===== config.mk =====
export PLATFORM = sky130hd
export DESIGN_NAME = ts_buf_writer
export DESIGN_NICKNAME = d
export VERILOG_FILES = /design/src/rtl/ts_buf_writer_pkg.sv /design/src/rtl/ts_buf_wr_ctrl.sv /design/src/rtl/ts_buf_csr.sv /design/src/rtl/ts_buf_writer.sv
export SDC_FILE = /design/constraint.sdc
export NUM_CORES = 1
export LEC_CHECK = 0
export CAP_MARGIN = 20
export CORE_UTILIZATION = 40
export DETAILED_ROUTE_END_ITERATION = 12
export HOLD_SLACK_MARGIN = 0.1
export SLEW_MARGIN = 20
export SYNTH_ARGS = -nofsm -noshare
export SYNTH_HDL_FRONTEND = slang
export SYNTH_HIERARCHICAL = 1
export SYNTH_SLANG_ARGS = --single-unit

===== constraint.sdc =====
create_clock -name clk_i -period 3.5 [get_ports clk_i]
set_input_delay 0.7 -clock clk_i [delete_from_list [all_inputs] [get_ports clk_i]]
set_output_delay 0.7 -clock clk_i [all_outputs]
set_load 0.01 [all_outputs]

===== src/rtl/ts_buf_writer_pkg.sv =====
package ts_buf_writer_pkg;
  localparam int CNT_LSB  = 24;
  localparam int B_DONE_M = 17;
  localparam int B_DONE   = 16;
  localparam int B_RUN    = 15;
  localparam int B_OVF_M  = 14;
  localparam int B_AF_M   = 13;
  localparam int B_LCK_M  = 12;
  localparam int B_OVF    = 11;
  localparam int B_AF     = 10;
  localparam int B_LCK    = 9;
  localparam int B_ACK    = 8;
  localparam int THR_W    = 7;

  typedef struct packed {
    logic done;
    logic ovf;
    logic afull;
    logic lock;
  } evt_t;
endpackage


===== src/rtl/ts_buf_wr_ctrl.sv =====
module ts_buf_wr_ctrl #(
  parameter int PKT_BYTES = 188,
  parameter int BUF_PKTS  = 8,
  parameter int ADDR_W    = 32,
  localparam int IDX_W    = $clog2(PKT_BYTES),
  localparam int CNT_W    = $clog2(BUF_PKTS + 1)
) (
  input  logic              clk_i,
  input  logic              rst_ni,
  input  logic              run_i,
  input  logic              rewind_i,
  input  logic [ADDR_W-1:0] rewind_addr_i,
  input  logic [ADDR_W-1:0] base_i,
  input  logic              byte_valid_i,
  input  logic [7:0]        byte_i,
  output logic              mem_we_o,
  output logic [ADDR_W-1:0] mem_addr_o,
  output logic [7:0]        mem_data_o,
  output logic [CNT_W-1:0]  cnt_o,
  output logic              pkt_end_o,
  output logic              ovf_evt_o
);
  localparam logic [IDX_W-1:0] LAST_IDX = IDX_W'(PKT_BYTES - 1);
  localparam logic [CNT_W-1:0] FULL_CNT = CNT_W'(BUF_PKTS);

  logic [IDX_W-1:0]  idx_q;
  logic [CNT_W-1:0]  cnt_q;
  logic [ADDR_W-1:0] ptr_q;
  logic              drop_q;
  logic              accept, start, last, drop_now, wr;

  always_comb begin
    accept    = byte_valid_i && run_i && !rewind_i;
    start     = accept && (idx_q == '0);
    last      = accept && (idx_q == LAST_IDX);
    drop_now  = start ? (cnt_q == FULL_CNT) : drop_q;
    wr        = accept && !drop_now;
    pkt_end_o = last && !drop_now;
    ovf_evt_o = start && (cnt_q == FULL_CNT);
  end

  assign cnt_o = cnt_q;

  always_ff @(posedge clk_i or negedge rst_ni) begin
    if (!rst_ni) begin
      idx_q      <= '0;
      cnt_q      <= '0;
      ptr_q      <= '0;
      drop_q     <= 1'b0;
      mem_we_o   <= 1'b0;
      mem_addr_o <= '0;
      mem_data_o <= '0;
    end else begin
      mem_we_o <= wr;
      if (wr) begin
        mem_addr_o <= ptr_q;
        mem_data_o <= byte_i;
      end
      if (rewind_i) begin
        ptr_q  <= rewind_addr_i;
        cnt_q  <= '0;
        idx_q  <= '0;
        drop_q <= 1'b0;
      end else if (!run_i) begin
        ptr_q  <= base_i;
        cnt_q  <= '0;
        idx_q  <= '0;
        drop_q <= 1'b0;
      end else if (accept) begin
        idx_q  <= last ? '0 : idx_q + IDX_W'(1);
        drop_q <= last ? 1'b0 : drop_now;
        if (wr)        ptr_q <= ptr_q + ADDR_W'(1);
        if (pkt_end_o) cnt_q <= cnt_q + CNT_W'(1);
      end
    end
  end
endmodule


===== src/rtl/ts_buf_csr.sv =====
module ts_buf_csr
  import ts_buf_writer_pkg::*;
#(
  parameter int BUF_PKTS = 8,
  parameter int ADDR_W   = 32,
  localparam int CNT_W   = $clog2(BUF_PKTS + 1)
) (
  input  logic              clk_i,
  input  logic              rst_ni,
  input  logic              reg_we_i,
  input  logic              reg_sel_i,
  input  logic [31:0]       reg_wdata_i,
  input  logic              lock_i,
  input  logic [CNT_W-1:0]  cnt_i,
  input  logic              pkt_end_i,
  input  logic              ovf_evt_i,
  output logic [ADDR_W-1:0] base_o,
  output logic              run_o,
  output logic              rewind_o,
  output logic [31:0]       status_o,
  output logic              irq_o
);
  evt_t             flags_q, masks_q, evt;
  logic [THR_W-1:0] thr_q;
  logic             lock_q;
  logic             csr_wr, ack;
  logic [CNT_W-1:0] cnt_nxt;

  always_comb begin
    csr_wr    = reg_we_i && !reg_sel_i;
    ack       = csr_wr && reg_wdata_i[B_ACK];
    rewind_o  = reg_we_i && reg_sel_i;
    cnt_nxt   = cnt_i + CNT_W'(1);
    evt.done  = pkt_end_i && (THR_W'(cnt_nxt) == thr_q);
    evt.afull = pkt_end_i && (cnt_nxt == CNT_W'(BUF_PKTS - 1));
    evt.ovf   = ovf_evt_i;
    evt.lock  = lock_i && !lock_q;
  end

  always_ff @(posedge clk_i or negedge rst_ni) begin
    if (!rst_ni) begin
      flags_q <= '0;
      masks_q <= '1;
      thr_q   <= THR_W'(BUF_PKTS / 2);
      run_o   <= 1'b0;
      base_o  <= '0;
      lock_q  <= 1'b0;
    end else begin
      lock_q  <= lock_i;
      // events set after the acknowledge clear, so a coincident event survives
      flags_q <= (flags_q & ~{4{ack}}) | evt;
      if (csr_wr) begin
        masks_q <= {reg_wdata_i[B_DONE_M], reg_wdata_i[B_OVF_M],
                    reg_wdata_i[B_AF_M], reg_wdata_i[B_LCK_M]};
        thr_q   <= reg_wdata_i[THR_W-1:0];
        run_o   <= reg_wdata_i[B_RUN];
      end
      if (rewind_o) base_o <= reg_wdata_i[ADDR_W-1:0];
    end
  end

  always_comb begin
    status_o                          = '0;
    status_o[CNT_LSB +: 8]            = 8'(cnt_i);
    status_o[B_DONE_M]                = masks_q.done;
    status_o[B_DONE]                  = flags_q.done;
    status_o[B_RUN]                   = run_o;
    status_o[B_OVF_M]                 = masks_q.ovf;
    status_o[B_AF_M]                  = masks_q.afull;
    status_o[B_LCK_M]                 = masks_q.lock;
    status_o[B_OVF]                   = flags_q.ovf;
    status_o[B_AF]                    = flags_q.afull;
    status_o[B_LCK]                   = flags_q.lock;
    status_o[THR_W-1:0]               = thr_q;
  end

  assign irq_o = |(flags_q & ~masks_q);
endmodule


===== src/rtl/ts_buf_writer.sv =====
module ts_buf_writer #(
  parameter int PKT_BYTES = 188,
  parameter int BUF_PKTS  = 8,
  parameter int ADDR_W    = 32
) (
  input  logic              clk_i,
  input  logic              rst_ni,
  input  logic              byte_valid_i,
  input  logic [7:0]        byte_i,
  input  logic              lock_i,
  input  logic              reg_we_i,
  input  logic              reg_sel_i,
  input  logic [31:0]       reg_wdata_i,
  output logic              mem_we_o,
  output logic [ADDR_W-1:0] mem_addr_o,
  output logic [7:0]        mem_data_o,
  output logic [31:0]       status_o,
  output logic              irq_o
);
  localparam int CNT_W = $clog2(BUF_PKTS + 1);

  logic [ADDR_W-1:0] base;
  logic              run, rewind, pkt_end, ovf_evt;
  logic [CNT_W-1:0]  cnt;

  ts_buf_wr_ctrl #(
    .PKT_BYTES(PKT_BYTES), .BUF_PKTS(BUF_PKTS), .ADDR_W(ADDR_W)
  ) i_wr_ctrl (
    .clk_i, .rst_ni,
    .run_i(run), .rewind_i(rewind), .rewind_addr_i(reg_wdata_i[ADDR_W-1:0]),
    .base_i(base), .byte_valid_i, .byte_i,
    .mem_we_o, .mem_addr_o, .mem_data_o,
    .cnt_o(cnt), .pkt_end_o(pkt_end), .ovf_evt_o(ovf_evt)
  );

  ts_buf_csr #(.BUF_PKTS(BUF_PKTS), .ADDR_W(ADDR_W)) i_csr (
    .clk_i, .rst_ni, .reg_we_i, .reg_sel_i, .reg_wdata_i, .lock_i,
    .cnt_i(cnt), .pkt_end_i(pkt_end), .ovf_evt_i(ovf_evt),
    .base_o(base), .run_o(run), .rewind_o(rewind),
    .status_o, .irq_o
  );
endmodule


**Word-level counts from Yosys, hierarchy flattened**

Cells that the tools add are included.

- Flip-flop bits (word level): 135
- Input bits: 46
- Output and inout bits: 74
- Word-level logic and storage cells: 72

- $add $sub $neg: 3
- Eq/ne operators: 7
- Muxes and demuxes: 17
- Bitwise gates (word level): 5
- Reduce and logical (&&, ||, !) cells: 21

Operators with widths:

| kind | number |
|---|---|
| 32-bit 2-to-1 mux | 4 |
| 32-bit by 1-bit adder with 32-bit output (second input constant) | 1 |
| 8-bit 2-to-1 mux | 4 |
| 4-bit 2-to-1 mux | 4 |
| 1-bit logical AND | 13 |
| 8-bit by 1-bit adder with 8-bit output (second input constant) | 1 |
| 4-bit AND | 2 |
| 8-bit equality test (second input constant) | 1 |
| 8-bit logical NOT | 1 |
| 4-bit NOT | 2 |
| 4-bit by 7-bit equality test with 1-bit output | 1 |
| 3-bit != test (second input constant) | 2 |
| 1-bit 2-to-1 mux | 5 |
| 4-bit by 1-bit adder with 4-bit output (second input constant) | 1 |
| 4-bit by 3-bit equality test with 1-bit output (second input constant) | 1 |
| 4-bit equality test (second input constant) | 1 |
| 1-bit logical NOT | 4 |
| 4-bit bitwise OR | 1 |
| 2-bit AND reduction | 2 |
| 4-bit OR reduction | 1 |
| 3-bit by 2-bit != test with 1-bit output (second input constant) | 1 |

**Longest topological paths before layout**

Gate-level depths: netlist of run 1.

- Depth in word-level cells: 11
- Depth in mapped cells: 11
- Mapped depth without buffers: 9

**Modules after synthesis**

Netlist of run 1, hierarchy kept.

By module, submodules not included:

| module | times used | cells each | area each (um^2) | sequential area each (um^2) |
|---|---|---|---|---|
| ts_buf_wr_ctrl | 1 | 522 | 4431.8 | 2152.1 |
| ts_buf_csr | 1 | 146 | 2100.8 | 1232.4 |

**Worst setup path after synthesis of run 1**

OpenSTA, ideal clock, no wires.

- Kind: input-to-reg
- Start point: input reg_sel_i
- End point: register i_csr.flags_q, in the netlist i_csr/status_o[16]
- Setup time: 66 ps
- Data arrival time: 2807 ps
- Data required time: 3434 ps
- Setup slack: 627 ps
- Cell stages on the path: 10
- Buffers on the path: 1
- Cells stage by stage: nand2_1 buf_2 inv_1 nand3b_1 nor3_1 mux2_2 nor2_1 or4b_4 nor3_2 a32o_2

- Word-level cells in the longest chain between the ends: 9
- Elaborated cells on any way between the ends: 15
- Classes of those cells: 1 x mux; 3 x bitwise; 11 x reduce/logical

Ends and longest elaborated chain:

| item | RTL line | RTL |
|---|---|---|
| start, declared | ts_buf_writer.sv:12 | `input logic reg_sel_i,` |
| 1-bit logical AND * | ts_buf_csr.sv:32 | `rewind_o = reg_we_i && reg_sel_i;` |
| named net rewind | ts_buf_writer.sv:23 | `logic run, rewind, pkt_end, ovf_evt;` |
| 1-bit logical NOT * | ts_buf_wr_ctrl.sv:33 | `accept = byte_valid_i && run_i && !rewind_i;` |
| 1-bit logical AND * | ts_buf_wr_ctrl.sv:33 |  |
| 1-bit logical AND | ts_buf_wr_ctrl.sv:34 | `start = accept && (idx_q == '0);` |
| 1-bit 2-to-1 mux | ts_buf_wr_ctrl.sv:36 | `drop_now = start ? (cnt_q == FULL_CNT) : drop_q;` |
| 1-bit logical NOT | ts_buf_wr_ctrl.sv:38 | `pkt_end_o = last && !drop_now;` |
| 1-bit logical AND * | ts_buf_wr_ctrl.sv:38 |  |
| named net pkt_end | ts_buf_writer.sv:23 |  |
| 1-bit logical AND * | ts_buf_csr.sv:34 | `evt.done = pkt_end_i && (THR_W'(cnt_nxt) == thr_q);` |
| 4-bit bitwise OR * | ts_buf_csr.sv:51 | `flags_q <= (flags_q & ~{4{ack}}) \| evt;` |
| end signal, assigned | ts_buf_csr.sv:51 |  |
| end, declared | ts_buf_csr.sv:23 | `evt_t flags_q, masks_q, evt;` |

Mark *: on every way through the listed nets, which the timed path passes. The rest lies on a longest branch.
A chain may end at the register's enable or synchronous reset.

**Final worst setup path of run 1**

- Start point: register i_wr_ctrl.idx_q[0]
- End point: register i_csr.flags_q, in the netlist i_csr/status_o[16]

- Word-level cells in the longest chain between the ends: 7
- Elaborated cells on any way between the ends: 9
- Classes of those cells: 1 x eq/ne; 1 x mux; 1 x bitwise; 6 x reduce/logical

Ends and longest elaborated chain:

| item | RTL line | RTL |
|---|---|---|
| start, declared | ts_buf_wr_ctrl.sv:26 | `logic [IDX_W-1:0] idx_q;` |
| start signal, assigned | ts_buf_wr_ctrl.sv:70 | `idx_q <= last ? '0 : idx_q + IDX_W'(1);` |
| 8-bit logical NOT | ts_buf_wr_ctrl.sv:34 |  |
| 1-bit logical AND | ts_buf_wr_ctrl.sv:34 |  |
| 1-bit 2-to-1 mux | ts_buf_wr_ctrl.sv:36 |  |
| 1-bit logical NOT | ts_buf_wr_ctrl.sv:38 |  |
| 1-bit logical AND * | ts_buf_wr_ctrl.sv:38 |  |
| named net pkt_end | ts_buf_writer.sv:23 |  |
| 1-bit logical AND * | ts_buf_csr.sv:34 |  |
| 4-bit bitwise OR * | ts_buf_csr.sv:51 |  |

Marked as above.

==> results of run 1 <==
layout by cell type, fill, tap and decap left out, types with 4 or more instances in the layout:
master	synthesis	layout
a21oi_1	28	28
o22ai_1	12	12
nand2b_1	4	4
dfrtp_1	130	130
nand3_1	22	22
inv_1	20	20
a22oi_1	7	7
ha_1	7	7
nor3_1	18	18
dfstp_2	5	5
and3_1	7	7
xnor2_1	24	24
nor2_1	34	34
clkbuf_8	0	4
nand4_1	9	9
xor2_1	4	4
or3_1	6	6
clkdlybuf4s50_1	0	106
conb_1	1	12
a211oi_1	10	10
a311oi_1	5	5
o21ai_0	28	28
mux2_2	43	43
buf_4	18	18
clkbuf_16	0	17
nor4_1	9	9
nand2_1	141	141
layer usage:
layer,vias up,GRT usage (%),share of wire (%)
met1,2509,29.0,47
met5,-,0,0
li1,2513,-,-
met2,154,32.1,46
met4,0,7.66,1.8
met3,23,4.06,5.5
Yosys cell counts (4+ instances only):
cell type / count / area share, %
o21ai_0: 28 / 2.1
a21oi_1: 28 / 2.1
mux2_2: 43 / 7.4
a22oi_1: 7 / 0.80
xnor2_1: 24 / 3.2
inv_1: 20 / 1.1
buf_4: 18 / 2.1
xor2_1: 4 / 0.54
a211oi_1: 10 / 1.1
nand2_1: 141 / 8.1
a311oi_1: 5 / 0.67
nand4_1: 9 / 0.86
ha_1: 7 / 1.3
nor2_1: 34 / 2.0
nor4_1: 9 / 0.86
nand2b_1: 4 / 0.38
and3_1: 7 / 0.67
nor3_1: 18 / 1.4
nand3_1: 22 / 1.7
dfrtp_1: 130 / 50
o22ai_1: 12 / 1.1
clkbuf_1: 20 / 1.1
or3_1: 6 / 0.57
dfstp_2: 5 / 2.0
buf_2: 10 / 0.77
kinds of logic (layout without fill, tap and decap cells):
| kind of cell | Yosys count | after routing |
|---|---|---|
| compound gates | 110 | 110 |
| xor+xnor | 29 | 29 |
| fa+ha+maj | 7 | 7 |
| buf+inv | 71 | 178 |
| flops | 135 | 135 |
| mux | 46 | 46 |
| other cells | 1 | 12 |
| simple gates | 269 | 269 |
sequential cells by signal (all words and copies together), names as in the netlist:
name,count
i_csr/base_o,32
i_wr_ctrl/mem_addr_o,32
i_wr_ctrl/ptr_q,32
i_csr/status_o,8
i_wr_ctrl/idx_q,8
i_wr_ctrl/mem_data_o,8
i_csr/thr_q,7
i_wr_ctrl/cnt_o,4
i_csr/lock_q,1
i_csr/run_o,1
i_wr_ctrl/drop_q,1
i_wr_ctrl/mem_we_o,1
area by class of cell:
| type | count | share of cell area [%] |
|---|---|---|
| tap | 216 | 3.21 |
| clock inverter | 11 | 1.73 |
| timing repair buffer | 125 | 14.5 |
| multi-input combinational | 473 | 33.7 |
| sequential | 135 | 40.2 |
| clock buffer | 21 | 5.71 |
| inverter | 21 | 0.937 |
report_power, final:
part / switching [mW] / internal (mW) / leakage (nW) / total, mW
sequential: 0.249 / 1.88 / 1.64 / 2.13
combinational: 0.555 / 0.615 / 1.67 / 1.17
clock: 0.673 / 1.20 / 0.301 / 1.87
total: 1.48 / 3.69 / 3.62 / 5.17
final timing paths:
| path | from | to | slack (ns) |
|---|---|---|---|
| max | i_wr_ctrl/idx_q[0] | i_csr/status_o[16] | 0.62 |
| min | rst_ni | i_wr_ctrl/mem_we_o | 0.23 |
| max reg2reg | i_wr_ctrl/idx_q[0] | i_csr/status_o[16] | 0.62 |
| min reg2reg | i_wr_ctrl/mem_addr_o[17] | i_wr_ctrl/mem_addr_o[17] | 0.47 |
| max in group asynchronous | rst_ni | i_wr_ctrl/ptr_q[17] | 2.36 |
| min in group clk_i | i_wr_ctrl/mem_addr_o[17] | i_wr_ctrl/mem_addr_o[17] | 0.47 |
==> flow_summary.ini, run 1 <==
[sta]
relSlewSlack_pct = 46.2
fmax_mhz = 347
fin_crit_sh_pct = 82.4
tightest_slew_ns = 0.804
final-setup-viol-count = 0
hold_ws_ns = 0.226
rsz0062_at_grt = false
fin_tns_setup_ns = 0
hold_viol_final = 0
clock_skew_ns = 0.00747
slew_violations = 0
min_period_ns = 2.88
final.setup.worst_slack_ns = 0.616

[finish]
syn2layout_area_growth_pct = 28.7
multi_input_area_um2 = 2840
final_cell_count_no_fill = 1002
n_antenna_cell = 0
drive_gt1_share_pct = 13.9
nNetsFinal = 826
stdcell_area_um2 = 8410
area.sequential_um2 = 3380
fillCellCount = 1480
fin_util_pct = 52.9

[routing]
drt-total-wl_um = 16300
detail_route.wl_per_cell_um = 16.2
drtAntennaViolNets = 0
drc = 0
num_vias = 5199
dr.pass1.iters = 5
viasPerCell = 5.19
first_iter_violations = 295

[cts]
cts_tree = done
cts.sinks = 135
clock_path_buffers = 2
cts_buffers = 17
ctsHoldBuffers = 0
clkTransAtPathRegs_ns = 0.06
cts_setup_buffers = 0
clock_latency_ns = 0.42
cts_resized = 0
cts_root_buffer = clkbuf_16
h-tree-depth = 4

[yosys]
synthFlopType = dfrtp_1
synth_compound_area_share_pct = 10.4
synthDistinctLibCells = 55
syn_area_per_cell_um2 = 9.78
ys_ff_latch = 135
synthAdderAreaFrac_pct = 1.34
synthSimpleGateAreaFrac_pct = 19.0
netlist_area_um2 = 6530
synthCells = 668
yosys_warnings = 6
seq_area_frac_synth_pct = 51.8
synth_top_family_by_area = simple AND/OR/NAND/NOR gates
synth_mux_area_share_pct = 7.87
synth_edf_count = 0
synth-xor-area-share_pct = 4.12
async_reset_ff_share_pct = 100

[hold_path]
hp-class = input pin to async pin

[job]
drv_cap = 0

[place]
portBuffers = 107
gp_congestion = 0.832
place_worst_setup_slack_ns = 0.252
dp_hpwl_um = 11300
dp.cells = 970
post_dp_cell_area_um2 = 7780

[grt]
first_global_vias = 5140
antenna_found_initial = 0
track_usage_pct = 20.8
grt_start_max_net_pins = 103
grt.overflow.total = 0
grt_pass1_wl_um = 26800

[setup_path]
cp_slowest_stage_delay_ns = 0.50
r2r_cells = 9
worst_setup_path_start_kind = register
path_cells = inv_1 -> ha_1 -> or4b_4 -> nor3_1 -> mux2_2 -> nor2_1 -> or4b_4 -> nor3_2 -> a32o_2
crit_top_cell = or4b_4
crit_cells = 9
end_kind = register
critPathBufInv = 1
cp_max_fo = 4
required_ns = 3.85
slowest_stage = or4b_4
arrival_ns = 3.24
critPathTopFamily = simple AND/OR/NAND/NOR gates
path_class = register to register

[die]
dieHeight_um = 130
core-area_um2 = 15900
top_level_ports = 120
die_area_um2 = 16800
rows = 46
die_w_um = 130
initial_utilization_pct = 41.1

[status]
status = completed

[power]
p_total_mw = 5.17
worst_ir_drop_vdd_mv = 0.319
leakage_nw = 3.62
power.density_nw_per_um2 = 614
(Power assumes the default switching activity.)
==> run 2, diff against run 1 <==
- clock period: 3.5 -> 3.01 ns (I/O delays scaled with it)
==> flow_summary.ini, run 2 (synthesized netlist as in run 1, its figures left out) <==
[finish]
drive_gt1_share_pct = 14.0
nNetsFinal = 833
fillCellCount = 1483
syn2layout_area_growth_pct = 29.0
fin_util_pct = 53.0
reg_top3 = i_csr/base_o (32), i_wr_ctrl/mem_addr_o (32), i_wr_ctrl/ptr_q (32)
final_common_cell = nand2_1
n_antenna_cell = 0
final_cell_mix = 141 x nand2_1, 130 x dfrtp_1, 106 x clkdlybuf4s50_1

[sta]
relSlewSlack_pct = 42.4
min_period_ns = 2.84
fmax_mhz = 353
hold_viol_final = 0
tightest_slew_ns = 0.861
fin_crit_sh_pct = 94.2
clock_skew_ns = 0.00728
slew_violations = 0
rsz0062_at_grt = false
final-setup-viol-count = 0

[die]
dieHeight_um = 130
die_w_um = 130
rows = 46
core-area_um2 = 15900
initial_utilization_pct = 41.1
die_area_um2 = 16800
top_level_ports = 120

[hold_path]
hp-class = input pin to async pin

[routing]
drt-total-wl_um = 16400
drc = 0
first_iter_violations = 308
viasPerCell = 5.19
num_vias = 5232
detail_route.wl_per_cell_um = 16.3
drtAntennaViolNets = 0
dr.pass1.iters = 5

[cts]
cts_tree = done
ctsHoldBuffers = 0
h-tree-depth = 4
cts_resized = 0
clkTransAtPathRegs_ns = 0.05
clock_latency_ns = 0.41
cts_buffers = 17
clock_path_buffers = 2
cts_setup_buffers = 0
cts.sinks = 135
cts_root_buffer = clkbuf_16

[setup_path]
cp_max_fo = 4
crit_top_cell = or4b_4
arrival_ns = 3.19
path_class = register to register
end_kind = register
r2r-start = i_wr_ctrl/idx_q[0]
required_ns = 3.36
cp-startpoint = i_wr_ctrl/idx_q[0]
cp_slowest_stage_delay_ns = 0.50
worst_setup_path_start_kind = register
path_cells = inv_1 -> ha_1 -> or4b_4 -> nor3_1 -> mux2_2 -> nor2_2 -> or4b_4 -> nor3_2 -> a32o_2
slowest_stage = or4b_4

[place]
portBuffers = 107
gp_congestion = 0.843
dp_hpwl_um = 11600

[grt]
grt.overflow.total = 0
grt_pass1_wl_um = 26400
first_global_vias = 5062
antenna_found_initial = 0
grt_start_max_net_pins = 56
track_usage_pct = 20.7

[status]
status = completed

[power]
leakage_nw = 3.63
power.density_nw_per_um2 = 691
p_total_mw = 5.82
worst_ir_drop_vdd_mv = 0.382

[job]
drv_cap = 0
run 2: final timing paths:
check,end,slack (ns),depth (start not counted)
hold / removal,i_wr_ctrl/mem_we_o,0.26,1
max in group asynchronous,i_csr/thr_q[2],2.00,2
hold reg to reg,i_wr_ctrl/mem_addr_o[12],0.47,2
setup / recovery,i_csr/status_o[16],0.17,9
min in group clk_i,i_wr_ctrl/mem_addr_o[12],0.47,2
setup reg to reg,i_csr/status_o[16],0.17,9
run 2: report_power, final:
group	switching, mW	internal (mW)
logic	0.657	0.728
clock network	0.719	1.24
registers	0.287	2.19
run 2: layer usage:
metal / track usage (%) / routed length [um] / up-vias
li1: - / - / 2518
met1: 28.0 / 7820 / 2555
met2: 33.0 / 7640 / 141
met3: 4.72 / 790 / 18
met4: 6.57 / 178 / 0
met5: 0 / 0 / -
run 2: cell type report:
class,instances,area (um2),share of cell area [%]
multi-input cells,473,2840,33.7
clock buffers,28,517,6.13
inverters,21,78.8,0.935
well taps,216,270,3.21
flip-flops and latches,135,3380,40.2
repair buffers,132,1290,15.4
clock inverters,4,45.0,0.535
run 2: metrics by stage:
stage	setup TNS [ns]	instances	worst slack, ns	area, um2	hold slack [ns]
3_5_place_dp	-0.0359	977	-0.0359	7860	0.462
6_report	0	1009	0.174	8430	0.265
4_1_cts	0	1009	0.157	8420	0.279
2_1_floorplan	0	679	0.235	6570	0.306
3_3_place_gp	0	977	0.0268	7860	0.456
5_1_grt	0	1009	0.0898	8430	0.301
run 2: critical path: cells and delay by family (launching register included):
kind	cells	cell delay (ns)
buffers and inverters	1	0.09
muxes	1	0.37
DFF	1	0.40
and+or+nand+nor	5	1.52
adders and majority gates	1	0.20
AOI/OAI and AO/OA	1	0.18
==> run 3, diff against run 2 <==
--- a/config.mk
+++ b/config.mk
@@ -7,7 +7,8 @@
 export LEC_CHECK = 0
 export CAP_MARGIN = 20
-export CORE_UTILIZATION = 40
+export CORE_UTILIZATION = 57
 export DETAILED_ROUTE_END_ITERATION = 12
 export HOLD_SLACK_MARGIN = 0.1
+export PLACE_DENSITY = 0.86
 export SLEW_MARGIN = 20
 export SYNTH_ARGS = -nofsm -noshare
==> constraint.sdc (replaced) <==
create_clock -name clk_i -period 3.5 [get_ports clk_i]
set_input_delay 0.7 -clock clk_i [delete_from_list [all_inputs] [get_ports clk_i]]
set_output_delay 0.7 -clock clk_i [all_outputs]
set_load 0.02 [all_outputs]
==> flow_summary.ini, run 3 (synthesized netlist as in run 1, its figures left out) <==
[grt]
grt_start_max_net_pins = 69
grt_pass1_wl_um = 26700
track_usage_pct = 29.5
first_global_vias = 5432
grt.overflow.total = 0
antenna_found_initial = 0

[cts]
cts_resized = 0
cts_root_buffer = clkbuf_16
cts_buffers = 17
clkTransAtPathRegs_ns = 0.06
clock_path_buffers = 2
cts.sinks = 135
ctsHoldBuffers = 0
cts_tree = done
cts_setup_buffers = 0
h-tree-depth = 4
clock_latency_ns = 0.41

[finish]
reg_top3 = i_csr/base_o (32), i_wr_ctrl/mem_addr_o (32), i_wr_ctrl/ptr_q (32)
nNetsFinal = 821
fillCellCount = 721
n_antenna_cell = 0
stdcell_area_um2 = 8240
final_cell_mix = 141 x nand2_1, 130 x dfrtp_1, 106 x clkdlybuf4s50_1
drive_gt1_share_pct = 13.2
syn2layout_area_growth_pct = 26.1
final_common_cell = nand2_1

[place]
portBuffers = 107
dp_hpwl_um = 11000
gp_congestion = 0.879
post_dp_cell_area_um2 = 7660

[routing]
drc = 0
first_iter_violations = 498
viasPerCell = 5.96
detail_route.wl_per_cell_um = 18.0
dr.pass1.iters = 5
num_vias = 5480
drt-total-wl_um = 16600
drtAntennaViolNets = 0

[power]
switchingPower_mw = 1.64
leakage_nw = 3.57
worst_ir_drop_vdd_mv = 0.429
pwr-share-comb_pct = 25.5
power.internal_mw = 3.57
p_sw_share_pct = 31.4
p_clk_share_pct = 33.4
power.density_nw_per_um2 = 632
p_seq_share_pct = 41.1

[sta]
fin_tns_setup_ns = 0
rsz0062_at_grt = false
clock_skew_ns = 0.00674
relSlewSlack_pct = 51.4
fin_crit_sh_pct = 85.6
slew_violations = 0
min_period_ns = 3.00
fmax_mhz = 334
tightest_slew_ns = 0.722
final-setup-viol-count = 0
hold_viol_final = 0

[hold_path]
hp-class = input pin to async pin

[setup_path]
path_class = register to register
required_ns = 3.85
arrival_ns = 3.35
cp_max_fo = 4
worst_setup_path_start_kind = register
r2r_cells = 9
end_kind = register

[die]
rows = 38
top_level_ports = 120
die_w_um = 109
core-area_um2 = 11000
die_area_um2 = 11900
initial_utilization_pct = 59.5
dieHeight_um = 109

[status]
status = completed

[job]
drv_cap = 0
run 3: layout make-up:
cell class | count | area, um2 | share of cell area [%]
repair buffers | 120 | 1180 | 14.4
well taps | 140 | 175 | 2.13
inverters | 21 | 78.8 | 0.957
clock buffers | 19 | 453 | 5.50
flip-flops and latches | 135 | 3380 | 41.1
multi-input cells | 473 | 2840 | 34.4
clock inverters | 12 | 129 | 1.56
run 3: critical path, stage by stage, from the launching register on:
cell     delay (ns)
dfrtp_1        0.41
inv_1          0.09
ha_1           0.19
or4b_4         0.50
nor3_1         0.20
mux2_2         0.39
nor2_1         0.23
or4b_4         0.53
nor3_2         0.20
a32o_2         0.20
run 3: stage by stage:
step / utilization (%) / setup slack, ns / hold WS (ns) / std cells / total power, mW
finish: 75.0 / 0.503 / 0.294 / 920 / 5.21
global route: 75.0 / 0.473 / 0.336 / 920 / 5.45
CTS: 75.0 / 0.539 / 0.313 / 920 / 5.22
detailed placement: 69.7 / 0.298 / 0.462 / 889 / 3.47
global placement: 69.7 / 0.403 / 0.456 / 889 / 3.40
floorplan: - / 0.627 / 0.404 / 679 / 2.85
run 3: worst paths after layout:
check / from / end / slack [ns]
max in group asynchronous: rst_ni / i_wr_ctrl/ptr_q[28] / 2.43
min in group clk_i: i_wr_ctrl/mem_data_o[6] / i_wr_ctrl/mem_data_o[6] / 0.47
setup reg to reg: i_wr_ctrl/idx_q[0] / i_csr/status_o[16] / 0.50
setup / recovery: i_wr_ctrl/idx_q[0] / i_csr/status_o[16] / 0.50
hold / removal: rst_ni / i_csr/base_o[17] / 0.29
hold reg to reg: i_wr_ctrl/mem_data_o[6] / i_wr_ctrl/mem_data_o[6] / 0.47
run 3: power by group through the flow:
stage / registers [mW] / logic, mW / clock network, mW
6_report: 2.14 / 1.33 / 1.74
3_3_place_gp: 2.13 / 1.27 / 0
4_1_cts: 2.14 / 1.33 / 1.75
5_1_grt: 2.18 / 1.44 / 1.83
2_1_floorplan: 2.31 / 0.542 / 0
3_5_place_dp: 2.16 / 1.31 / 0
run 3: per-layer routing:
metal,vias to the layer above,part of all wire (%),track usage (%)
met3,42,7.3,5.92
li1,2496,-,-
met5,-,0,0
met1,2682,41,37.6
met2,260,50,49.4
met4,0,2.5,11.5
